<file path="config.mk">
export PLATFORM = sky130hd
export DESIGN_NAME = readout_seq
export DESIGN_NICKNAME = d
export VERILOG_FILES = /design/src/rtl/readout_seq_pkg.sv /design/src/rtl/readout_lut.sv /design/src/rtl/readout_cond_mux.sv /design/src/rtl/readout_state_ctr.sv /design/src/rtl/readout_seq.sv
export SDC_FILE = /design/constraint.sdc
export NUM_CORES = 1
export LEC_CHECK = 0
export ABC_AREA = 1
export ABC_CLOCK_PERIOD_IN_PS = 1830
export BUFFER_PORTS_ARGS = -buffer_cell sky130_fd_sc_hd__buf_2
export CORE_AREA = 4 4 41 43
export CTS_CLUSTER_SIZE = 24
export DETAILED_ROUTE_END_ITERATION = 10
export DIE_AREA = 0 0 45 47
export MAX_ROUTING_LAYER = met4
export PLACE_DENSITY = 0.53
export SLEW_MARGIN = 20
export SYNTH_ARGS = -nofsm -noshare
export SYNTH_HDL_FRONTEND = slang
export SYNTH_SLANG_ARGS = --single-unit
</file>
<file path="constraint.sdc">
create_clock -name clk_i -period 1.83 [get_ports clk_i]
set_input_delay 0.183 -clock clk_i [delete_from_list [all_inputs] [get_ports clk_i]]
set_output_delay 0.183 -clock clk_i [all_outputs]
set_load 0.005 [all_outputs]
</file>
<file path="src/rtl/readout_seq_pkg.sv">
package readout_seq_pkg;
    localparam int STATE_W    = 4;
    localparam int SEL_W      = 3;
    localparam int NUM_STATES = 2 ** STATE_W;
    localparam int NUM_COND   = 2 ** SEL_W;
    localparam int CTRL_W     = 1 + SEL_W + STATE_W;
    localparam int STRB_W     = 3;

    // Control word: [0] branch-free flag, [3:1] select, [7:4] target.
    // Entries listed from state 15 down to state 0.
    localparam logic [NUM_STATES*CTRL_W-1:0] DEF_CTRL =
        128'h0101_0101_0101_0101_0104_0A18_1146_0200;

    // Strobe word: [0] beam, [1] dot clock, [2] character clock.
    localparam logic [NUM_STATES*STRB_W-1:0] DEF_STRB =
        {{11{3'b111}}, 3'b011, 3'b111, 3'b101, 3'b110, 3'b111};

    typedef struct packed {
        logic [STATE_W-1:0] state;
    } ctr_t;
endpackage

</file>
<file path="src/rtl/readout_lut.sv">
module readout_lut #(
    parameter int ADDR_W = 4,
    parameter int DATA_W = 8,
    localparam int DEPTH = 2 ** ADDR_W,
    parameter logic [DEPTH*DATA_W-1:0] TABLE = '0
) (
    input  logic [ADDR_W-1:0] addr_i,
    output logic [DATA_W-1:0] data_o
);
    logic [DATA_W-1:0] entries [DEPTH];

    for (genvar g = 0; g < DEPTH; g++) begin : g_entry
        assign entries[g] = TABLE[g*DATA_W +: DATA_W];
    end

    assign data_o = entries[addr_i];
endmodule

</file>
<file path="src/rtl/readout_cond_mux.sv">
module readout_cond_mux #(
    parameter int SEL_W = 3,
    localparam int NUM_COND = 2 ** SEL_W
) (
    input  logic [NUM_COND-1:0] cond_i,
    input  logic [SEL_W-1:0]    sel_i,
    input  logic                skip_i,
    output logic                count_o
);
    always_comb begin
        if (skip_i) count_o = 1'b0;
        else        count_o = cond_i[sel_i];
    end
endmodule

</file>
<file path="src/rtl/readout_state_ctr.sv">
module readout_state_ctr
    import readout_seq_pkg::*;
(
    input  logic               clk_i,
    input  logic               hold_n_i,
    input  logic               count_i,
    input  logic               skip_i,
    input  logic [STATE_W-1:0] target_i,
    output logic [STATE_W-1:0] state_o
);
    ctr_t ctr_d, ctr_q;

    always_comb begin
        ctr_d = ctr_q;
        if (count_i) ctr_d.state = ctr_q.state + 1'b1;
        else         ctr_d.state = target_i;
    end

    always_ff @(posedge clk_i or negedge hold_n_i) begin
        if (!hold_n_i) ctr_q <= '0;
        else           ctr_q <= ctr_d;
    end

    assign state_o = ctr_q.state;

    AST_SKIP_LOADS: assert property (@(posedge clk_i) disable iff (!hold_n_i)
        skip_i |=> ctr_q.state == $past(target_i));
    AST_COUNT_STEP: assert property (@(posedge clk_i) disable iff (!hold_n_i)
        (!skip_i && count_i) |=> ctr_q.state == STATE_W'($past(ctr_q.state) + 1'b1));
    AST_DECIDE_LOAD: assert property (@(posedge clk_i) disable iff (!hold_n_i)
        (!skip_i && !count_i) |=> ctr_q.state == $past(target_i));
    AST_HELD_ZERO: assert property (@(posedge clk_i)
        !hold_n_i |-> ctr_q.state == '0);
endmodule

</file>
<file path="src/rtl/readout_seq.sv">
module readout_seq
    import readout_seq_pkg::*;
#(
    parameter logic [NUM_STATES*CTRL_W-1:0] CTRL_TABLE = DEF_CTRL,
    parameter logic [NUM_STATES*STRB_W-1:0] STRB_TABLE = DEF_STRB
) (
    input  logic               clk_i,
    input  logic               pwr_up_i,
    input  logic               disp_en_i,
    input  logic               ro_start_i,
    input  logic               chr_at_11_i,
    input  logic               eoc_n_i,
    input  logic               eol_i,
    input  logic               chr_at_63_i,
    output logic               beam_on_n_o,
    output logic               dot_clk_n_o,
    output logic               chr_clk_n_o,
    output logic [STATE_W-1:0] state_o
);
    logic                hold_n;
    logic [CTRL_W-1:0]   ctrl;
    logic [STRB_W-1:0]   strb;
    logic [NUM_COND-1:0] cond;
    logic                count;
    logic [STATE_W-1:0]  state;

    assign hold_n = pwr_up_i & disp_en_i;

    always_comb begin
        cond    = '1;
        cond[0] = ro_start_i;
        cond[2] = chr_at_11_i;
        cond[3] = eoc_n_i;
        cond[4] = eol_i;
        cond[5] = chr_at_63_i;
    end

    readout_lut #(.ADDR_W(STATE_W), .DATA_W(CTRL_W), .TABLE(CTRL_TABLE)) ctrl_lut_i (
        .addr_i (state),
        .data_o (ctrl)
    );

    readout_lut #(.ADDR_W(STATE_W), .DATA_W(STRB_W), .TABLE(STRB_TABLE)) strb_lut_i (
        .addr_i (state),
        .data_o (strb)
    );

    readout_cond_mux #(.SEL_W(SEL_W)) cond_mux_i (
        .cond_i  (cond),
        .sel_i   (ctrl[SEL_W:1]),
        .skip_i  (ctrl[0]),
        .count_o (count)
    );

    readout_state_ctr state_ctr_i (
        .clk_i    (clk_i),
        .hold_n_i (hold_n),
        .count_i  (count),
        .skip_i   (ctrl[0]),
        .target_i (ctrl[CTRL_W-1 -: STATE_W]),
        .state_o  (state)
    );

    assign beam_on_n_o = strb[0];
    assign dot_clk_n_o = strb[1];
    assign chr_clk_n_o = strb[2];
    assign state_o     = state;

    AST_CONST_SEL_COUNTS: assert property (@(posedge clk_i) disable iff (!hold_n)
        (!ctrl[0] && (ctrl[3:1] == 3'd1 || ctrl[3:1] >= 3'd6))
        |=> state == STATE_W'($past(state) + 1'b1));
    AST_DISABLE_HOLDS: assert property (@(posedge clk_i)
        !disp_en_i |-> state == '0);
endmodule

</file>
# [After elaboration in Yosys (flattened, before gate mapping)]
# Memory sizes are Yosys's and may differ from the RTL's.
# Cells that the tools add are included.
[word_totals] reg_bits=4 romBits=176 inputBits=8 output_inout_bits=7 word_cells=16 n_memories=2
[classes] addsub=1 magnitude_cmp=2 mux=8 n_bitwise=2
[memory_table] memory="(name not given)" depth=16 width=8 rd=1 rd_ports_with_merged_regs=0 write_ports=0 line="readout_lut.sv:16" source="assign data_o = entries[addr_i];"
[memory_table] memory="(name not given)" depth=16 width=3 rd=1 rd_ports_with_merged_regs=0 write_ports=0 line="readout_lut.sv:16"
[ops] operator="8-bit two-way mux" n=2
[ops] operator="3-bit two-way mux" n=2
[ops] operator="5-bit greater-or-equal comparator (second input constant)" n=1
[ops] operator="4-bit inverter with 5-bit output" n=1
[ops] operator="4-bit by 1-bit adder with 4-bit output (second input constant)" n=1
[ops] operator="3-bit by 4-bit less-than comparator with 1-bit output (second input constant)" n=1
[ops] operator="4-bit two-way mux" n=1
[ops] operator="1-bit binary-select mux with 3-bit select" n=1
[ops] operator="1-bit two-way mux" n=2
[ops] operator="1-bit bitwise AND" n=1

# [Logic depth before layout (Yosys ltp)]
[depth] word_depth=8 depth_mapped=10 mapped_depth_nobuf=10

# [Modules after synthesis]
# A second synthesis with hierarchy kept.
[unflattened] hier_cells=89 hier_area_um2=493.0
[by_module_without_submodules] module="readout_state_ctr" instances=1 cells_each=21 area_per_inst_um2=185.2 seq_area_each_um2=100.1
[by_module_without_submodules] module="readout_lut (ctrl_lut_i)" instances=1 cells_each=26 area_per_inst_um2=143.9 seq_area_each_um2=0.0
[by_module_without_submodules] module="readout_cond_mux" instances=1 cells_each=28 area_per_inst_um2=111.4 seq_area_each_um2=0.0
[by_module_without_submodules] module="readout_lut (strb_lut_i)" instances=1 cells_each=11 area_per_inst_um2=41.3 seq_area_each_um2=0.0
[by_module_without_submodules] module="readout_seq" instances=1 cells_each=3 area_per_inst_um2=11.3 seq_area_each_um2=0.0

# [Least setup slack after synthesis]
# OpenSTA, ideal clock, no wires.
[synth_path] path_kind="reg-to-reg" start="register state_ctr_i.ctr_q, in the netlist state_ctr_i.state_o[1]" end="register state_ctr_i.ctr_q, in the netlist state_ctr_i.state_o[2]" setup_ns=0.117 t_arrival_ns=1.348 t_required_ns=1.713 path_slack_ns=0.365 path_stages_with_launch=10 path_buffers=0 period_less_slack_ns=1.465 path_cell_list="dfrtp_1 -> inv_1 -> ha_1 -> inv_1 -> o21ai_1 -> inv_1 -> nand2_2 -> nand3_2 -> nand2_1 -> nand2_1"
[synth_lines] item="start, declared" line="readout_state_ctr.sv:11" source="ctr_t ctr_d, ctr_q;"
[synth_lines] item="start signal, assigned" line="readout_state_ctr.sv:21" source="else ctr_q <= ctr_d;"

==> impl_metrics.py <==
metrics = {
    "status": {
        "status": "finished, final reports clean",
    },
    "worst_hold_path": {
        "hold_path_class": "in -> async",
    },
    "clocking": {
        "htree_levels": 1,
        "cts_tree": "done",
        "cts.sink_count": 4,
        "path_clk_slew_ns": 0.04,
        "numCtsBuffers": 3,
        "root_buffer": "clkbuf_4",
        "clk_path_buf_depth": 2,
        "worstSkewPairLatency_ns": 0.23,
    },
    "pwr": {
        "total_power_mw": 0.7475,
        "p_per_area_mw_per_mm2": 1440,
        "peakVddDrop_v": 0.0006679,
        "power.leakage_nw": 0.3146,
    },
    "floorplan": {
        "initial_core_util_pct": 29.81,
        "dieArea_mm2": 0.002115,
        "io_pins": 15,
        "core_mm2": 0.001301,
        "chipHeight_um": 47,
        "rows": 13,
        "fp.dieW_um": 45,
    },
    "timing": {
        "whs_ns": 0.4040,
        "slew_headroom_pct": 79.41,
        "fmax_mhz": 619.7,
        "hold_violations": 0,
        "rsz0062_at_grt": "no",
        "fin_setup_tns_ns": 0,
        "setup_slack_ns": 0.2162,
        "timing.final.crit_share_pct": 88.18,
        "period_needed_ns": 1.614,
        "slew_violations": 0,
        "setup_viol": 0,
        "finClkSkew_ns": 0.001420,
        "worst_pin_slew_ns": 0.3071,
    },
    "drt": {
        "drt_iter0_markers": 5,
        "drt-met1-wl_um": 428,
        "vias": 383,
        "wire_per_inst_um": 10.32,
        "antenna_left": 0,
        "route.met3.wl_um": 45,
        "wl_um": 929,
        "remaining_drc_errors": 0,
        "first_pass_iters": 3,
        "top_layer_used": "met3",
        "viasPerCell": 4.256,
        "dr_wl_met2_um": 454,
    },
    "finish": {
        "nets": 91,
        "n_antenna_cell": 0,
        "drive_gt1_share_pct": 30.67,
        "area.growth.synth_to_final_pct": 33.87,
        "num-fill-cells": 149,
        "largest_reg_flops": 4,
        "final_area_um2": 519.2,
    },
    "worst_setup_path": {
        "end_kind": "flip-flop",
        "critical_path.top_delay_family": "flip-flops",
        "worstSetupPathType": "reg -> reg",
        "cp_max_fo": 6,
        "cp_slowest_stage_delay_ns": 0.48,
        "worstPathRequired_ns": 1.95,
        "worst-path-buf-inv": 3,
        "crit_path_top_delay_cell": "dfrtp_1",
        "cp.arrival_ns": 1.73,
        "cpMostUsedCell": "inv_1",
        "path_cells": "inv_1 -> ha_1 -> inv_1 -> o21ai_1 -> inv_1 -> nand2_2 -> nand3_2 -> nand2_1 -> nand2_1",
        "critPathLaunchType": "flip-flop",
    },
    "logic_synthesis": {
        "synth_area_leader_cell": "dfrtp_1",
        "syn_area_per_cell_um2": 6.926,
        "syn-num-nets": 70,
        "synth_area_leaders": "dfrtp_1 (26%), ha_1 (19%), nand2_1 (16%)",
        "ys_warn_count": 0,
        "synth_area_um2": 387.9,
        "synth_top_area_share_pct": 25.81,
        "syn_inst": 56,
        "synth.distinct_cells": 14,
        "ys_seq_elements": 4,
        "yosysSeqAreaShare_pct": 25.81,
    },
    "global_route": {
        "grt_overflow": 0,
        "grt_pass1_wl_mm": 1.469,
        "grt_max_degree": 9,
        "first_global_vias": 372,
        "antenna_found_initial": 0,
        "grt_usage_pct": 10.21,
    },
    "placed_design": {
        "dp_hpwl_um": 742.1,
        "port_buffers": 14,
        "place_ws_ns": 0.2468,
        "place.gp.congestion": 0.7754,
        "place_area_um2": 476.7,
    },
    "flow_run": {
        "cap_violations": 0,
    },
}
## cells by family after synthesis
group                      count (synthesis)  synth area share [%]
DFF                                        4                 25.81
buffers and inverters                     11                 10.65
and+or+nand+nor                           34                 42.90
AOI/OAI and AO/OA                          1                 1.289
adders and majority gates                  6                 19.35
## area by class of cell
type                    instances  area (um^2)  share of cell area [%]
inverters                      11        41.29                   7.952
well taps                      15        18.77                   3.614
flip-flops and latches          4        100.1                   19.28
multi-input cells              41        246.5                   47.47
clock buffers                   3        22.52                   4.337
repair buffers                 16        90.09                   17.35
## worst paths after layout
check                                       start                      to  slack [ns]  cells after the start
setup / recovery           state_ctr_i.state_o[1]  state_ctr_i.state_o[0]        0.22                      9
hold / removal                           pwr_up_i  state_ctr_i.state_o[3]        0.40                      4
max in group asynchronous               disp_en_i  state_ctr_i.state_o[1]        0.71                      5
setup reg to reg           state_ctr_i.state_o[1]  state_ctr_i.state_o[0]        0.22                      9
min in group clk_i                        eoc_n_i  state_ctr_i.state_o[0]        0.46                      7
hold reg to reg            state_ctr_i.state_o[0]  state_ctr_i.state_o[3]        0.62                      2
## per-stage QoR
stage / cells / utilization (%)
floorplan: 56 / -
global placement: 85 / 36.63
detailed placement: 85 / 36.63
CTS: 90 / 39.90
global route: 90 / 39.90
finish: 90 / 39.90
## power by group
group	total [mW]	internal (mW)	switching (mW)
clock network	0.107	0.0732	0.0336
logic	0.462	0.182	0.280
registers	0.179	0.122	0.0567
## metal layers
metal | up-vias | track usage [%]
met4 | 0 | 1.754
met1 | 163 | 11.42
met3 | 0 | 4.598
met5 | - | -
met2 | 7 | 16.95
li1 | 213 | -
## cell usage in the layout (no fill, tap or decap)
cell           instances
buf_2                 14
clkbuf_4               3
dfrtp_1                4
dlygate4sd3_1          2
ha_1                   6
inv_1                 10
inv_2                  1
nand2_1               17
nand2_2                2
nand3_1                2
nand3_2                1
nand3b_1               1
nand4_1                3
nor2_1                 6
nor2_4                 1
nor3_2                 1
o21ai_1                1
## cells in the mapped netlist, drive strengths merged
cell and count:
nand3b 1, nand2 19, nor3 1, nand3 3, o21ai 1, nand4 3, dfrtp 4, inv 11
nor2 7, ha 6
## worst min-delay path: stages
cell and delay, ns:
buf_2 0.07, nand2_1 0.04, dlygate4sd3_1 0.54, inv_1 0.14
## repair_timing
action | in CTS | in global routing
buffers inserted | 0 | 0
endpoints found under the setup margin | 0 | 0
endpoints found under the hold margin | 4 | 0
gates resized for setup | 0 | 0
hold buffers | 2 | 0
(Power assumes the default switching activity.)
